`src/rtl/csg_cmd_reg.sv`:
```
module csg_cmd_reg #(
  parameter int ADDR_W = 16,
  parameter int BANK_W = 3,
  parameter int CS_W   = 4
) (
  input  logic              clk,
  input  logic              rst_n,
  input  logic              gate_en,
  input  logic [CS_W-1:0]   cs_n_in,
  input  logic              cke_in,
  input  logic              odt_in,
  input  logic [ADDR_W-1:0] addr_in,
  input  logic [BANK_W-1:0] bank_in,
  input  logic              ras_n_in,
  input  logic              cas_n_in,
  input  logic              we_n_in,
  output logic [CS_W-1:0]   cs_n_a,
  output logic              cke_a,
  output logic              odt_a,
  output logic [ADDR_W-1:0] addr_a,
  output logic [BANK_W-1:0] bank_a,
  output logic              ras_n_a,
  output logic              cas_n_a,
  output logic              we_n_a,
  output logic [CS_W-1:0]   cs_n_b,
  output logic              cke_b,
  output logic              odt_b,
  output logic [ADDR_W-1:0] addr_b,
  output logic [BANK_W-1:0] bank_b,
  output logic              ras_n_b,
  output logic              cas_n_b,
  output logic              we_n_b
);
  localparam int GW = ADDR_W + BANK_W + 3;
  localparam int FW = CS_W + 2;

  logic [GW-1:0] gated_q;
  logic [FW-1:0] free_q;
  logic          cmd_hit, upd;

  assign cmd_hit = ~&cs_n_in;
  assign upd     = ~gate_en | cmd_hit;

  always_ff @(posedge clk or negedge rst_n) begin
    if (!rst_n) begin
      gated_q <= '0;
      free_q  <= '0;
    end else begin
      free_q <= {cs_n_in, cke_in, odt_in};
      if (upd) gated_q <= {addr_in, bank_in, ras_n_in, cas_n_in, we_n_in};
    end
  end

  assign {cs_n_a, cke_a, odt_a} = free_q;
  assign {cs_n_b, cke_b, odt_b} = free_q;
  assign {addr_a, bank_a, ras_n_a, cas_n_a, we_n_a} = gated_q;
  assign {addr_b, bank_b, ras_n_b, cas_n_b, we_n_b} = gated_q;

  p_reset_low_r1: assert property (@(posedge clk)
    !rst_n |-> (addr_a == '0 && cs_n_a == '0 && cke_b == 1'b0 && we_n_b == 1'b0));

  p_gated_capture_r2: assert property (@(posedge clk) disable iff (!rst_n)
    (gate_en && !(&cs_n_in)) |=> (addr_a == $past(addr_in) && bank_a == $past(bank_in)
      && ras_n_a == $past(ras_n_in) && we_n_a == $past(we_n_in)));

  p_gated_hold_r3: assert property (@(posedge clk) disable iff (!rst_n)
    (gate_en && (&cs_n_in)) |=> ($stable(addr_a) && $stable(bank_a) && $stable(cas_n_a)));

  p_free_update_r4: assert property (@(posedge clk) disable iff (!rst_n)
    1'b1 |=> (cs_n_a == $past(cs_n_in) && cke_a == $past(cke_in) && odt_a == $past(odt_in)));

  p_ungated_all_r5: assert property (@(posedge clk) disable iff (!rst_n)
    !gate_en |=> (addr_b == $past(addr_in) && bank_b == $past(bank_in) && cas_n_b == $past(cas_n_in)));

  p_copies_equal_r6: assert property (@(posedge clk) disable iff (!rst_n)
    (addr_a == addr_b && cs_n_a == cs_n_b && bank_a == bank_b && odt_a == odt_b));
endmodule

```
`config.mk`:
```
export PLATFORM = sky130hd
export DESIGN_NAME = csg_cmd_reg
export DESIGN_NICKNAME = d
export VERILOG_FILES = /design/src/rtl/csg_cmd_reg.sv
export SDC_FILE = /design/constraint.sdc
export NUM_CORES = 1
export LEC_CHECK = 0
export BUFFER_PORTS_ARGS = -buffer_cell sky130_fd_sc_hd__buf_4
export CORE_ASPECT_RATIO = 1.2
export CORE_MARGIN = 2
export CORE_UTILIZATION = 44
export DETAILED_ROUTE_END_ITERATION = 8
export GPL_TIMING_DRIVEN = 0
export MAX_ROUTING_LAYER = met4
export PLACE_DENSITY_LB_ADDON = 0.2
export SLEW_MARGIN = 10
export SYNTH_ARGS = -nofsm -noshare
export SYNTH_HDL_FRONTEND = slang
export SYNTH_SLANG_ARGS = --single-unit
```
`constraint.sdc`:
```
create_clock -name clk -period 1.9 [get_ports clk]
set_input_delay 0.095 -clock clk [delete_from_list [all_inputs] [get_ports clk]]
set_output_delay 0.095 -clock clk [all_outputs]
set_load 0.02 [all_outputs]
```
==> metrics.md <==
| Metric | Value |
|---|---|
| R2R Path Start | gated_q[15] |
| Initial antenna violation count | 0 |
| Hpwl dp | 2.08 mm |
| Placed Instance Area | 1960 um2 |
| GR Overflow Total | 0 |
| Total track usage | 0.215 |
| CTS clk-pin slew, worst paths | 150 ps |
| Routability cong. | 0.715 |
| Max incr delay on CP | 560 ps |
| TNS Setup | 0 ps |
| RSZ-0062 raised after global routing | false |
| Library cells used by synthesis | 7 |
| Antenna-violating nets left | 0 |
| Setup violations, final | 0 |
| Max Root-Sink Buffers | 2 |
| Die H | 62.9 um |
| VDD IR-drop max | 0.445 mV |
| Share of layout cells above drive strength 1 | 0.711 |
| Reg2reg setup slack | 1090 ps |
| Worst Path Required | 2120 ps |
| Vias in the first global route | 1155 |
| Synth Register Bits | 28 |
| Mapped Nets | 113 |
| Tightest Hold Check Type | input pin to async pin |
| Vias per std cell | 4.40 |
| CP Capture Type | register |
| Post-synthesis sequential area ratio | 0.551 |
| Power Dens Cells | 591 nW/um2 |
| Routed wire length | 3.18 mm |
| Htree depth | 1 |
| Vias post-DR | 1033 |
| Final worst-path cycle share | 0.731 |
| Post-Synthesis Cell Area | 1270 um2 |
| Root Driver | clkbuf_4 |
| Crit path DAT | 1610 ps |
| Die ar. | 3340 um2 |
| Latest clock arrival within the worst-skew pair | 320 ps |
| Antenna cells | 0 |
| Worst Tran Pin Value | 350 ps |
| Max-slew violations | 0 |
| IO buf count | 86 |
| Max-slew headroom | 0.767 |
| Top Ports | 87 |
| Core footprint | 2790 um2 |
| Synth warn | 0 |
| Final Critical Period | 1390 ps |
| Crit-path max FO | 10 |
| Hold Vio Cnt, Final | 0 |
| Drt initial violations | 9 |
| Routed WL per cell | 13.5 um |
| Post-CTS Setup Repair Bufs | 0 |
| Outcome | finished clean |
| Site Rows | 21 |
| Cell leakage power | 1.23 nW |
| Clk sink count | 28 |
| CTS tree | done |
| Crit path max-delay cell type | dlygate4sd3_1 |
| CTS Buf Count | 3 |
| Post-route DRC violation count | 0 |
| Multi-input gate area | 339 um2 |
| Post-route cell area | 2290 um2 |
| CP startpoint | cs_n_in[0] |
| Post-Syn Instances | 82 |
| Critical path class | input pin to register |
| Max cap viols | 0 |
| Max Clk Rate | 720 MHz |
| Largest net degree at the start of global routing | 29 |
| Initial Utilization | 0.457 |
| Syn Area/Cell | 15.5 um2 |
| Critical Path, Cell by Cell | dlygate4sd3_1 > buf_4 > and3_1 > nand3_2 > buf_6 > mux2_4 |
| FF/Latch Area | 701 um2 |
| Drt pass-1 iters | 2 |
| Total power | 0.00135 W |
| Chip width | 53.1 um |
| First-pass GRT wire length | 5.19 mm |
| Layout Utilization | 0.821 |
| Fillers | 147 |
| CP startpoint kind | input pin |
| Layout area overhead | 79.7% |
| Final nets | 233 |
| Skew final | 0 ps |
==> worst paths after layout <==
check / end / depth (start not counted)
max in group asynchronous: free_q[1] / 2
min in group clk: gated_q[0] / 4
worst max register to register: gated_q[15] / 1
worst max-delay path: gated_q[14] / 6
worst min-delay path: free_q[3] / 2
worst min register to register: gated_q[21] / 1
==> cell usage after synthesis <==
cell	count	area, um2
and3_1	1	6.26
buf_4	28	210
buf_6	2	22.5
dfrtp_1	28	701
mux2_2	2	22.5
mux2_4	20	300
nand3_2	1	10.0
==> timing repair <==
item,in CTS,in global routing
hold buffers,29,0
resized for setup,0,0
setup endpoints to repair,0,0
endpoints found under the hold margin,56,0
==> sequential cells by signal, indices dropped and copies added, names as in the netlist <==
signal / count
free_q: 6
gated_q: 22
==> cells by family (layout without fill, tap and decap cells) <==
logic type	count (synthesis)	count (layout)	synth area share
buffers and inverters	30	149	0.183
DFF	28	28	0.551
and+or+nand+nor	2	2	0.0128
muxes	22	22	0.254
==> power breakdown <==
part           total (W)  internal [W]  switching (W)
Clock           0.000287      0.000117       0.000170
Combinational   0.000408      0.000239       0.000169
Sequential      0.000657      0.000630      0.0000268
==> per-stage QoR <==
stage | hold WS [ps] | setup WS [ps] | std cells
floorplan | -201 | 933 | 82
global placement | 29.0 | 751 | 202
detailed placement | 33.7 | 744 | 202
CTS | 204 | 554 | 235
global route | 221 | 511 | 235
finish | 206 | 512 | 235
==> worst max-delay path, delay by kind of cell <==
family,cells,cell delay (ps)
AND/OR/NAND/NOR,2,300
multiplexers,1,320
buffers and inverters,3,900
==> per-layer routing <==
layer  track usage  vias to the layer above  share of wire
li1              -                      481              -
met1         0.221                      492           0.35
met2         0.391                       52           0.57
met3        0.0287                        8          0.063
met4        0.0897                        0          0.023
met5             -                        -              0
==> layout make-up <==
cell class                 instances  share of cell area
sequential                        28               0.306
timing repair buffer             115               0.409
clock buffer                       4              0.0159
multi-input combinational         24               0.148
buffer                            30               0.102
tap                               34              0.0186
==> layout by cell type, fill, tap and decap left out <==
cell | synthesis | layout
dfrtp_1 | 28 | 28
dlygate4sd3_1 | 0 | 29
buf_6 | 2 | 2
buf_4 | 28 | 114
mux2_4 | 20 | 20
nand3_2 | 1 | 1
clkbuf_4 | 0 | 3
mux2_2 | 2 | 2
and3_1 | 1 | 1
clkbuf_8 | 0 | 1
Power figures use the tool's default switching activity.
